[src/rtl/rdy_sleep_pkg.sv]
package rdy_sleep_pkg;

  typedef enum logic {
    ST_AWAKE  = 1'b0,
    ST_ASLEEP = 1'b1
  } sleep_e;

  // Any active-low wake source asserted.
  function automatic logic any_wake(input logic irq_n, input logic nmi_n,
                                    input logic res_n);
    return !(irq_n & nmi_n & res_n);
  endfunction

  // Drive and sensed level disagree while the block is driving high:
  // someone else is pulling the line low.
  function automatic logic held_low(input logic drive, input logic sensed);
    return (drive ^ sensed) & drive;
  endfunction

endpackage

[src/rtl/rdy_req_merge.sv]
module rdy_req_merge #(
  parameter int N_DEV = 4
) (
  input  logic [N_DEV-1:0] req,
  output logic             all_ready
);
  assign all_ready = &req;
endmodule

[src/rtl/rdy_delay_line.sv]
module rdy_delay_line #(
  parameter int   STAGES  = 2,
  parameter logic RST_VAL = 1'b0
) (
  input  logic clk,
  input  logic rst_n,
  input  logic flush,
  input  logic d,
  output logic q
);
  generate
    if (STAGES == 0) begin : g_pass
      assign q = d & ~flush;
    end else begin : g_regs
      logic [STAGES-1:0] sh;
      always_ff @(posedge clk or negedge rst_n) begin
        if (!rst_n) begin
          sh <= {STAGES{RST_VAL}};
        end else if (flush) begin
          sh <= '0;
        end else begin
          sh[0] <= d;
          for (int i = 1; i < STAGES; i++) sh[i] <= sh[i-1];
        end
      end
      assign q = sh[STAGES-1];
    end
  endgenerate
endmodule

[src/rtl/rdy_sleep_core.sv]
module rdy_sleep_core
  import rdy_sleep_pkg::*;
(
  input  logic clk,
  input  logic rst_n,
  input  logic dev_all,
  input  logic pin_s,
  input  logic drive_d,
  input  logic wake_req,
  output logic rdy_drive,
  output logic sleep,
  output logic set_ev,
  output logic clr_ev
);
  sleep_e st;

  assign set_ev = held_low(drive_d, pin_s);
  assign clr_ev = wake_req;

  // JK behaviour, clear has priority over set.
  always_ff @(posedge clk or negedge rst_n) begin
    if (!rst_n)      st <= ST_AWAKE;
    else if (clr_ev) st <= ST_AWAKE;
    else if (set_ev) st <= ST_ASLEEP;
  end

  assign sleep     = (st == ST_ASLEEP);
  assign rdy_drive = dev_all & ~sleep;


  sleep_entry_chk: assert property (@(posedge clk) disable iff (!rst_n)
    $rose(sleep) |-> ($past(set_ev) && $past(rdy_drive)));


  wake_priority_chk: assert property (@(posedge clk) disable iff (!rst_n)
    clr_ev |=> !sleep);


  sleep_hold_chk: assert property (@(posedge clk) disable iff (!rst_n)
    (sleep && !clr_ev) |=> sleep);
endmodule

[src/rtl/rdy_sleep_ctl.sv]
module rdy_sleep_ctl
  import rdy_sleep_pkg::*;
#(
  parameter int N_DEV       = 4,
  parameter int SYNC_STAGES = 2
) (
  input  logic             clk,
  input  logic             rst_n,
  input  logic [N_DEV-1:0] dev_rdy_req,
  input  logic             line_sense,
  input  logic             irq_n,
  input  logic             nmi_n,
  input  logic             cpu_res_n,
  output logic             rdy_drive,
  output logic             sleep
);
  logic dev_all, pin_s, drive_d, wake_ev, set_ev, clr_ev;

  assign wake_ev = any_wake(irq_n, nmi_n, cpu_res_n);

  rdy_req_merge #(.N_DEV(N_DEV)) u_merge (
    .req(dev_rdy_req), .all_ready(dev_all)
  );

  // Sensed pin: idle level is high.
  rdy_delay_line #(.STAGES(SYNC_STAGES), .RST_VAL(1'b1)) u_pin_sync (
    .clk(clk), .rst_n(rst_n), .flush(1'b0), .d(line_sense), .q(pin_s)
  );

  // Own drive delayed to match, emptied while asleep so stale highs
  // cannot re-trigger right after a wake.
  rdy_delay_line #(.STAGES(SYNC_STAGES), .RST_VAL(1'b0)) u_drv_dly (
    .clk(clk), .rst_n(rst_n), .flush(sleep), .d(rdy_drive), .q(drive_d)
  );

  rdy_sleep_core u_core (
    .clk(clk), .rst_n(rst_n), .dev_all(dev_all), .pin_s(pin_s),
    .drive_d(drive_d), .wake_req(wake_ev), .rdy_drive(rdy_drive),
    .sleep(sleep), .set_ev(set_ev), .clr_ev(clr_ev)
  );

  // leaving sleep needs a wake source
  wake_cause_chk: assert property (@(posedge clk) disable iff (!rst_n)
    $fell(sleep) |-> $past(wake_ev));
endmodule

[config.mk]
export PLATFORM = sky130hd
export DESIGN_NAME = rdy_sleep_ctl
export DESIGN_NICKNAME = d
export VERILOG_FILES = /design/src/rtl/rdy_sleep_pkg.sv /design/src/rtl/rdy_req_merge.sv /design/src/rtl/rdy_delay_line.sv /design/src/rtl/rdy_sleep_core.sv /design/src/rtl/rdy_sleep_ctl.sv
export SDC_FILE = /design/constraint.sdc
export NUM_CORES = 1
export LEC_CHECK = 0
export BUFFER_PORTS_ARGS = -buffer_cell sky130_fd_sc_hd__buf_2
export CORE_AREA = 4 4 41 43
export CTS_BUF_LIST = sky130_fd_sc_hd__clkbuf_8
export DETAILED_ROUTE_END_ITERATION = 7
export DIE_AREA = 0 0 45 47
export GPL_ROUTABILITY_DRIVEN = 0
export GPL_TIMING_DRIVEN = 0
export MAX_ROUTING_LAYER = met4
export SLEW_MARGIN = 15
export SYNTH_ARGS = -nofsm -noshare
export SYNTH_HDL_FRONTEND = slang
export SYNTH_SLANG_ARGS = --single-unit
[constraint.sdc]
create_clock -name clk -period 1.5 [get_ports clk]
set_clock_uncertainty 0.2 [all_clocks]
set_input_delay 0.15 -clock clk [delete_from_list [all_inputs] [get_ports clk]]
set_output_delay 0.15 -clock clk [all_outputs]
set_load 0.005 [all_outputs]
==> tab_implementation.tex, run 1 <==
\begin{tabular}{lr}
\hline
Metric & Value \\
\hline
\multicolumn{2}{l}{\textbf{Floorplanning}} \\
Starting Density & 12.4\% \\
Die width & 45 µm \\
Core area & 1300 µm² \\
Die height & 47 µm \\
Number of placement rows & 13 \\
Number of top-level pins & 12 \\
Total Die Area & 2120 µm² \\
\multicolumn{2}{l}{\textbf{STA}} \\
Share of the cycle needed by the critical path after routing & 93.8\% \\
RSZ-0062 raised after global routing & false \\
Total count of max-transition violations in the final report & 0 \\
Number of endpoints failing setup at the final stage & 0 \\
Total count of hold-check failures in the final report & 0 \\
Worst-case headroom to the max-slew limit & 90.2\% \\
Tmin final & 1410 ps \\
Max Fclk & 710 MHz \\
TNS Setup & 0 ps \\
Slew @ Worst Pin & 147 ps \\
\multicolumn{2}{l}{\textbf{Synth}} \\
Share of flip-flops with an asynchronous set or reset after synthesis & 100\% \\
Cells after Synth & 10 \\
Most repeated cell in the gate-level netlist after synthesis & dfrtp\_1 \\
Post-synth EDFFs & 0 \\
Synth top area cells & dfrtp\_1 (47\%), dfstp\_2 (33\%), nor2b\_1 (7.8\%) \\
Dominant cell type by area after synthesis & dfrtp\_1 \\
Yosys synthesis warning count & 0 \\
Number of register bits inferred by synthesis & 5 \\
Synth top cells by count & dfrtp\_1 (3), dfstp\_2 (2), nor2b\_1 (2) \\
Synth Area per Inst & 16.1 µm² \\
Flip-flop cell with the highest count after synthesis & dfrtp\_1 \\
Share of the synthesized area in the top cell type & 46.5\% \\
Post-synthesis instance area & 161 µm² \\
Synth unique cells & 6 \\
Syn\_nets & 20 \\
Proportion of synthesized chip area in sequential cells & 79.1\% \\
\multicolumn{2}{l}{\textbf{Layout}} \\
Number of cells in the finished layout apart from fillers & 45 \\
Net count of the finished layout & 41 \\
Share of the core filled with cells in the final layout & 26.3\% \\
Area growth from synthesis to final layout & 112\% \\
Diodes inserted & 0 \\
Fraction of final layout cells with drive strength greater than 1 & 50.0\% \\
\multicolumn{2}{l}{\textbf{Global route}} \\
Vias in the first global route & 206 \\
Antenna violations before repair & 0 \\
Routing layer with the top usage in global route & met2 \\
Overall overflow remaining after global route & 0 \\
Global router's overall resource usage & 6.89\% \\
Met1 Track Usage GR & 7.14\% \\
Maximum number of pins on one net before global-route repair & 6 \\
Global routing usage on met2 & 8.19\% \\
First-pass GRT wire length & 862 µm \\
Met3 routing resource usage after global routing & 5.75\% \\
\multicolumn{2}{l}{\textbf{Clocking}} \\
Post-CTS Setup Inserts & 0 \\
TritonCTS clock tree & built \\
H-tree levels & 1 \\
Reg clk slew, reported paths & 30 ps \\
Insertion delay of the later-clocked pin in the worst-skew pair & 220 ps \\
Total CTS buffers & 3 \\
Root Buffer Master & clkbuf\_8 \\
Total number of clock tree sinks & 5 \\
Clock Tree Buf Depth & 2 \\
\multicolumn{2}{l}{\textbf{Worst setup path}} \\
Total buffers and inverters traversed by the critical path & 2 \\
Data required time at the worst endpoint & 1150 ps \\
Setup crit end kind & output pin \\
Worst setup SP type & input port \\
CP Cell Sequence & dlygate4sd3\_1 > nand4\_1 > nor2\_2 > buf\_2 \\
Crit-path max FO & 2 \\
Cell type group with the largest total delay on the critical path & buffers and inverters \\
Max stage delay on crit path & 540 ps \\
Crit path DAT & 1060 ps \\
Crit-path slowest cell & dlygate4sd3\_1 \\
Setup Crit Path Kind & in -> out \\
\multicolumn{2}{l}{\textbf{Min path}} \\
Min-Delay Path Class & in -> reg \\
\multicolumn{2}{l}{\textbf{Placed design}} \\
Number of I/O port buffers & 11 \\
Placed Cells incl. Taps & 36 \\
\multicolumn{2}{l}{\textbf{Run}} \\
Reported max-cap violation count & 0 \\
\multicolumn{2}{l}{\textbf{Power and ir drop}} \\
Static leakage & 0.174 nW \\
Worst IR drop on VDD & 0.000476 V \\
Design Power & 0.411 mW \\
Power density cells & 1200 nW/µm² \\
\multicolumn{2}{l}{\textbf{Route}} \\
ANT nets after route & 0 \\
Total vias in the final route & 157 \\
WL final & 445 µm \\
Detailed-route DRC error count & 0 \\
Number of iterations in the first detailed-routing pass & 1 \\
Routed wirelength normalized by instance count & 9.89 µm \\
Number of violations reported at the end of detailed-routing iteration 0 & 0 \\
Number of vias per cell after detailed routing & 3.49 \\
\multicolumn{2}{l}{\textbf{Status}} \\
Result of the run & finished clean \\
\hline
\end{tabular}
==> power by group <==
| group | internal [mW] | switching, mW |
|---|---|---|
| Sequential | 0.142 | 0.00101 |
| Clock | 0.175 | 0.0636 |
| Combinational | 0.0201 | 0.00865 |
==> sequential cells by signal, indices dropped and copies added, names as in the netlist <==
| signal | count |
|---|---|
| u_core.sleep | 1 |
| u_drv_dly.g_regs.sh | 2 |
| u_pin_sync.g_regs.sh | 2 |
==> placed cells by master, fill, tap and decap left out <==
cell type      netlist  final
o2111a_1             1      1
dfstp_2              2      2
inv_1                0      1
nor2b_1              2      2
nand4_1              1      1
clkbuf_8             0      3
nor2_2               0      1
buf_2                0      9
dfrtp_1              3      3
dlygate4sd3_1        0      7
==> repair_timing <==
item                       in CTS  in global routing
gates resized for setup         0                  1
setup endpoints to repair       0                  1
hold buffers                    7                  0
hold endpoints to repair        8                  0
==> final cells by class <==
cell class / count / area [µm²]
Timing Repair Buffer: 16 / 115
Sequential cell: 5 / 128
Multi-Input combinational cell: 5 / 36.3
Fill cell: 150 / 958
Clock inverter: 1 / 3.75
Tap cell: 15 / 18.8
Clock buffer: 3 / 41.3
==> path summary, 6_finish.rpt <==
path	depth (start not counted)	slack [ps]	startpoint	end
worst max-delay path	4	90	dev_rdy_req[3]	rdy_drive
worst min-delay path	3	10	dev_rdy_req[0]	u_drv_dly.g_regs.sh[0]
worst max register to register	2	430	u_pin_sync.g_regs.sh[1]	u_core.sleep
worst min register to register	0	150	u_pin_sync.g_regs.sh[0]	u_pin_sync.g_regs.sh[1]
max in group asynchronous	2	810	rst_n	u_pin_sync.g_regs.sh[0]
min in group asynchronous	2	80	rst_n	u_core.sleep
==> kinds of logic after synthesis <==
group           synth area share, %
compound gates                 6.98
flops                          79.1
simple gates                   14.0
==> routing by layer <==
layer	part of all wire (%)	vias to the layer above
met5	0	-
met4	1.3	0
met3	12	2
met2	41	10
met1	45	70
li1	-	75
==> metrics by stage <==
stage | worst slack (ps) | instance area (µm²) | hold WS (ps)
global placement | 431 | 235 | -234
finish | 92.4 | 343 | 10.4
detailed placement | 429 | 235 | -227
floorplan | 445 | 161 | -346
global route | 37.7 | 343 | 17.5
CTS | 10.3 | 350 | 4.96
==> worst register-to-register path: cells and delay by family (launching register included) <==
kind / cells / cell delay, ps
AND/OR/NAND/NOR: 1 / 40
flip-flops: 1 / 500
AO/OA/AOI/OAI: 1 / 220
No activity file was read; power rests on OpenSTA's default activity.
==> inputs of run 2 (changes only) <==
Settings changed: ABC_AREA from default to 1.
==> run 2 against run 1 <==
Total power rose by 1.9%. Count of clock-buffer cells in the layout is the same. Worst setup slack worse by 4.6 ps. Sequential power is essentially flat. Highest routed layer unchanged. Fmax shrank 0.32%. Sequential cell count is the same. Register-to-register slack better by 120 ps.
==> tab_implementation.tex, run 2 <==
\begin{tabular}{lr}
\hline
Metric & Value \\
\hline
\multicolumn{2}{l}{\textbf{Status}} \\
Result of the run & finished clean \\
\multicolumn{2}{l}{\textbf{Placed design}} \\
Cell area reported after detailed placement & 251 µm² \\
Number of I/O port buffers & 11 \\
Final HPWL DP & 303 µm \\
Worst setup slack before clock tree synthesis & 389 ps \\
\multicolumn{2}{l}{\textbf{Clocking}} \\
Reg clk slew, reported paths & 30 ps \\
Insertion delay of the later-clocked pin in the worst-skew pair & 220 ps \\
Total number of clock tree sinks & 5 \\
Clock Tree Buf Depth & 2 \\
Post-CTS Setup Inserts & 0 \\
Total CTS buffers & 3 \\
Post-cts repair resize count & 0 \\
H-tree levels & 1 \\
CTS Hold Bufs & 9 \\
Root Buffer Master & clkbuf\_8 \\
TritonCTS clock tree & built \\
\multicolumn{2}{l}{\textbf{STA}} \\
Final setup slack of the worst path & 87.9 ps \\
Total count of max-transition violations in the final report & 0 \\
RSZ-0062 raised after global routing & false \\
Number of endpoints failing setup at the final stage & 0 \\
Tmin final & 1410 ps \\
Slew @ Worst Pin & 121 ps \\
Share of the cycle needed by the critical path after routing & 94.1\% \\
Total count of hold-check failures in the final report & 0 \\
Worst-case headroom to the max-slew limit & 91.9\% \\
Max Fclk & 708 MHz \\
TNS Setup & 0 ps \\
\multicolumn{2}{l}{\textbf{Route}} \\
Number of violations reported at the end of detailed-routing iteration 0 & 0 \\
Total vias in the final route & 194 \\
Number of iterations in the first detailed-routing pass & 1 \\
ANT nets after route & 0 \\
Number of vias per cell after detailed routing & 3.59 \\
Routed wirelength normalized by instance count & 8.76 µm \\
Detailed-route DRC error count & 0 \\
WL final & 473 µm \\
\multicolumn{2}{l}{\textbf{Worst setup path}} \\
Max stage delay on crit path & 530 ps \\
Total buffers and inverters traversed by the critical path & 3 \\
Crit path DAT & 1060 ps \\
Most frequent CP cell & buf\_2 \\
Data required time at the worst endpoint & 1150 ps \\
Crit-path slowest cell & dlygate4sd3\_1 \\
Worst setup SP type & input port \\
Setup Crit Path Kind & in -> out \\
Crit-path max FO & 2 \\
Setup crit end kind & output pin \\
Cell type group with the largest total delay on the critical path & buffers and inverters \\
CP Cell Sequence & dlygate4sd3\_1 > buf\_2 > nand3\_1 > nor2\_2 > buf\_2 \\
\multicolumn{2}{l}{\textbf{Floorplanning}} \\
Total Die Area & 2120 µm² \\
Die height & 47 µm \\
Starting Density & 13.7\% \\
Die width & 45 µm \\
Core area & 1300 µm² \\
Number of top-level pins & 12 \\
Number of placement rows & 13 \\
\multicolumn{2}{l}{\textbf{Layout}} \\
Diodes inserted & 0 \\
Filler Cells Inserted & 140 \\
Commonest cells after routing, fill and taps aside & buf\_2 (11), dlygate4sd3\_1 (9), inv\_1 (3), clkbuf\_8 (3), dfrtp\_1 (3) \\
Final non-filler cell area & 387 µm² \\
Leading cell type in the layout, fill and taps excluded & buf\_2 \\
Net count of the finished layout & 50 \\
Fraction of final layout cells with drive strength greater than 1 & 51.3\% \\
Area growth from synthesis to final layout & 118\% \\
\multicolumn{2}{l}{\textbf{Synth}} \\
Post-synthesis instance area & 178 µm² \\
Synth top cells by count & dfrtp\_1 (3), dfstp\_2 (2), inv\_1 (2), nand3\_1 (2) \\
Synth top area cells & dfrtp\_1 (42\%), dfstp\_2 (30\%), nand3\_1 (5.6\%) \\
Most repeated cell in the gate-level netlist after synthesis & dfrtp\_1 \\
Share of flip-flops with an asynchronous set or reset after synthesis & 100\% \\
Proportion of synthesized chip area in sequential cells & 71.8\% \\
Synth unique cells & 10 \\
Number of register bits inferred by synthesis & 5 \\
Cells after Synth & 15 \\
Dominant cell type by area after synthesis & dfrtp\_1 \\
Syn\_nets & 25 \\
Post-synth EDFFs & 0 \\
Flip-flop cell with the highest count after synthesis & dfrtp\_1 \\
Yosys synthesis warning count & 0 \\
Synth Area per Inst & 11.8 µm² \\
Share of the synthesized area in the top cell type & 42.3\% \\
\multicolumn{2}{l}{\textbf{Power and ir drop}} \\
Worst IR drop on VDD & 0.000440 V \\
Static leakage & 0.193 nW \\
Power density cells & 1080 nW/µm² \\
Design Power & 0.418 mW \\
\multicolumn{2}{l}{\textbf{Min path}} \\
Min-Delay Path Class & in -> async \\
\multicolumn{2}{l}{\textbf{Global route}} \\
Overall overflow remaining after global route & 0 \\
Maximum number of pins on one net before global-route repair & 6 \\
Antenna violations before repair & 0 \\
Global router's overall resource usage & 6.81\% \\
Vias in the first global route & 219 \\
First-pass GRT wire length & 828 µm \\
\multicolumn{2}{l}{\textbf{Run}} \\
Reported max-cap violation count & 0 \\
\hline
\end{tabular}
-- run 2: report_power, final --
part / switching, mW / total [mW] / internal [mW]
Combinational: 0.0115 / 0.0376 / 0.0261
Sequential: 0.00104 / 0.143 / 0.142
Clock: 0.0626 / 0.238 / 0.175
-- run 2: cell families (layout without fill, tap and decap cells) --
group / after synthesis / count (layout) / synth area share (%)
and+or+nand+nor: 6 / 6 / 16.9
DFF: 5 / 5 / 71.8
buffers and inverters: 3 / 27 / 6.34
AOI/OAI and AO/OA: 1 / 1 / 4.93
-- run 2: path summary, 6_finish.rpt --
path | startpoint | end | slack (ps) | cells past startpoint
setup reg to reg | u_pin_sync.g_regs.sh[1] | u_core.sleep | 550 | 3
min in group clk | u_pin_sync.g_regs.sh[0] | u_pin_sync.g_regs.sh[1] | 150 | 0
hold / removal | rst_n | u_core.sleep | 70 | 2
hold reg to reg | u_pin_sync.g_regs.sh[0] | u_pin_sync.g_regs.sh[1] | 150 | 0
setup / recovery | dev_rdy_req[1] | rdy_drive | 90 | 5
max in group asynchronous | rst_n | u_pin_sync.g_regs.sh[1] | 810 | 2
-- run 2: metal layers --
metal | global-route usage [%] | up-vias | share of wire, %
met3 | 4.60 | 4 | 16
met2 | 9.32 | 14 | 44
li1 | - | 93 | -
met5 | - | - | 0
met4 | 8.77 | 0 | 5.9
met1 | 5.31 | 83 | 34
-- run 2: through the flow --
| stage | instances | hold WS (ps) | util [%] |
|---|---|---|---|
| after global placement | 41 | -231 | 19.3 |
| after CTS | 54 | 81.6 | 29.7 |
| final | 54 | 74.6 | 29.7 |
| after global routing | 54 | 109 | 29.7 |
| after floorplan | 15 | -346 | - |
| after detailed placement | 41 | -228 | 19.3 |
-- run 2: layout make-up --
cell class | count | area [µm²] | area share, %
Clock buffer | 3 | 41.3 | 10.7
Inverter | 3 | 11.3 | 2.91
Multi-Input combinational cell | 7 | 38.8 | 10.0
Sequential cell | 5 | 128 | 33.0
Clock inverter | 1 | 3.75 | 0.971
Tap cell | 15 | 18.8 | 4.85
Timing Repair Buffer | 20 | 145 | 37.5
-- run 2: worst register-to-register path, cell delays in order, from the launching register on --
cell	delay, ps
dfstp_2	500
inv_1	30
nand2_1	60
a21oi_2	50
==> inputs of run 3 (changes only) <==
Settings changed: MAX_ROUTING_LAYER met4 to default.
==> run 3 against run 2 <==
Count of clock-buffer cells in the layout unchanged. Sequential share of layout area unchanged. Clock power barely moved. Non-clock buffer count is the same. Sequential cell count stayed put. Critical path type unchanged. Largest power group unchanged. Highest routed layer unchanged.
==> tab_implementation.tex, run 3 (same netlist as run 2, synthesis figures left out) <==
\begin{tabular}{lr}
\hline
Metric & Value \\
\hline
\multicolumn{2}{l}{\textbf{Status}} \\
Result of the run & finished clean \\
\multicolumn{2}{l}{\textbf{Route}} \\
Detailed-route DRC error count & 0 \\
Routed wirelength normalized by instance count & 8.74 µm \\
Number of vias per cell after detailed routing & 3.61 \\
Number of violations reported at the end of detailed-routing iteration 0 & 0 \\
Number of iterations in the first detailed-routing pass & 1 \\
ANT nets after route & 0 \\
Total vias in the final route & 195 \\
WL final & 472 µm \\
\multicolumn{2}{l}{\textbf{Power and ir drop}} \\
Worst IR drop on VDD & 0.000435 V \\
Static leakage & 0.193 nW \\
Design Power & 0.417 mW \\
Power density cells & 1080 nW/µm² \\
\multicolumn{2}{l}{\textbf{Worst setup path}} \\
Max stage delay on crit path & 530 ps \\
Cell type group with the largest total delay on the critical path & buffers and inverters \\
Crit-path slowest cell & dlygate4sd3\_1 \\
CP Cell Sequence & dlygate4sd3\_1 > buf\_2 > nand3\_1 > nor2\_2 > buf\_2 \\
Worst setup SP type & input port \\
Setup crit end kind & output pin \\
Critical path origin & dev\_rdy\_req[1] \\
Crit path DAT & 1060 ps \\
Most frequent CP cell & buf\_2 \\
Setup Crit Path Kind & in -> out \\
Total buffers and inverters traversed by the critical path & 3 \\
Data required time at the worst endpoint & 1150 ps \\
Crit-path max FO & 2 \\
Launching point of the worst reg2reg path & u\_pin\_sync.g\_regs.sh[1] \\
\multicolumn{2}{l}{\textbf{Global route}} \\
Overall overflow remaining after global route & 0 \\
Antenna violations before repair & 0 \\
Maximum number of pins on one net before global-route repair & 6 \\
Routing layer with the top usage in global route & met2 \\
Global router's overall resource usage & 6.59\% \\
Met1 Track Usage GR & 5.31\% \\
First-pass GRT wire length & 821 µm \\
Vias in the first global route & 219 \\
Met3 routing resource usage after global routing & 4.60\% \\
Global routing usage on met2 & 9.32\% \\
\multicolumn{2}{l}{\textbf{Floorplanning}} \\
Total Die Area & 2120 µm² \\
Number of top-level pins & 12 \\
Die width & 45 µm \\
Number of placement rows & 13 \\
Core area & 1300 µm² \\
Die height & 47 µm \\
Starting Density & 13.7\% \\
\multicolumn{2}{l}{\textbf{Layout}} \\
Diodes inserted & 0 \\
Net count of the finished layout & 50 \\
Share of the core filled with cells in the final layout & 29.7\% \\
Final non-filler cell area & 387 µm² \\
Commonest cells after routing, fill and taps aside & buf\_2 (11), dlygate4sd3\_1 (9), inv\_1 (3), clkbuf\_8 (3), dfrtp\_1 (3) \\
Area growth from synthesis to final layout & 118\% \\
Fraction of final layout cells with drive strength greater than 1 & 51.3\% \\
Leading cell type in the layout, fill and taps excluded & buf\_2 \\
\multicolumn{2}{l}{\textbf{STA}} \\
Tmin final & 1410 ps \\
TNS Setup & 0 ps \\
Share of the cycle needed by the critical path after routing & 94.1\% \\
RSZ-0062 raised after global routing & false \\
Max Fclk & 708 MHz \\
Total count of max-transition violations in the final report & 0 \\
Total count of hold-check failures in the final report & 0 \\
Slew @ Worst Pin & 121 ps \\
Number of endpoints failing setup at the final stage & 0 \\
Worst-case headroom to the max-slew limit & 91.9\% \\
\multicolumn{2}{l}{\textbf{Clocking}} \\
TritonCTS clock tree & built \\
Reg clk slew, reported paths & 30 ps \\
Post-CTS Setup Inserts & 0 \\
Root Buffer Master & clkbuf\_8 \\
Clock Tree Buf Depth & 2 \\
Total number of clock tree sinks & 5 \\
Total CTS buffers & 3 \\
H-tree levels & 1 \\
Insertion delay of the later-clocked pin in the worst-skew pair & 220 ps \\
\multicolumn{2}{l}{\textbf{Placed design}} \\
Cell area reported after detailed placement & 251 µm² \\
Number of I/O port buffers & 11 \\
Final HPWL DP & 303 µm \\
\multicolumn{2}{l}{\textbf{Run}} \\
Reported max-cap violation count & 0 \\
\multicolumn{2}{l}{\textbf{Min path}} \\
Min-Delay Path Class & in -> async \\
\hline
\end{tabular}
==> run 3: cell counts in the layout (fill, tap and decap cells not counted) <==
No cell type changed its count.
==> run 3: routing by layer <==
layer  part of all wire (%)  wire, µm  vias up
met2                     44       206       14
met1                     35       163       83
met5                      0         0        -
met4                    5.9        28        0
li1                       -         -       94
met3                     15        73        4
==> run 3: what timing repair did <==
item,in CTS,in global routing
resized for setup,0,0
hold buffers,9,0
hold endpoints to repair,8,0
==> run 3: power by group <==
part	total (mW)	internal, mW	switching [mW]
clock	0.236	0.175	0.0610
sequential	0.143	0.142	0.00104
combinational	0.0376	0.0261	0.0115
==> run 3: final timing paths <==
| path | to | slack, ps | cells past startpoint |
|---|---|---|---|
| worst max-delay path | rdy_drive | 90 | 5 |
| worst min-delay path | u_core.sleep | 80 | 2 |
| worst max register to register | u_core.sleep | 550 | 3 |
| worst min register to register | u_pin_sync.g_regs.sh[1] | 150 | 0 |
| max in group asynchronous | u_pin_sync.g_regs.sh[1] | 810 | 2 |
| min in group clk | u_pin_sync.g_regs.sh[1] | 150 | 0 |
==> run 3: metrics by stage <==
step	instances	hold slack, ps	setup slack, ps
after global placement	41	-231	415
after global routing	54	109	6.00
final	54	76.2	87.9
after detailed placement	41	-228	389
after floorplan	15	-346	529
after CTS	54	81.6	78.8
==> run 3: cell type report <==
cell class | instances | area [µm²]
Timing Repair Buffer | 20 | 145
Inverter | 3 | 11.3
Clock inverter | 1 | 3.75
Multi-Input combinational cell | 7 | 38.8
Clock buffer | 3 | 41.3
Fill cell | 140 | 915
Sequential cell | 5 | 128
Tap cell | 15 | 18.8
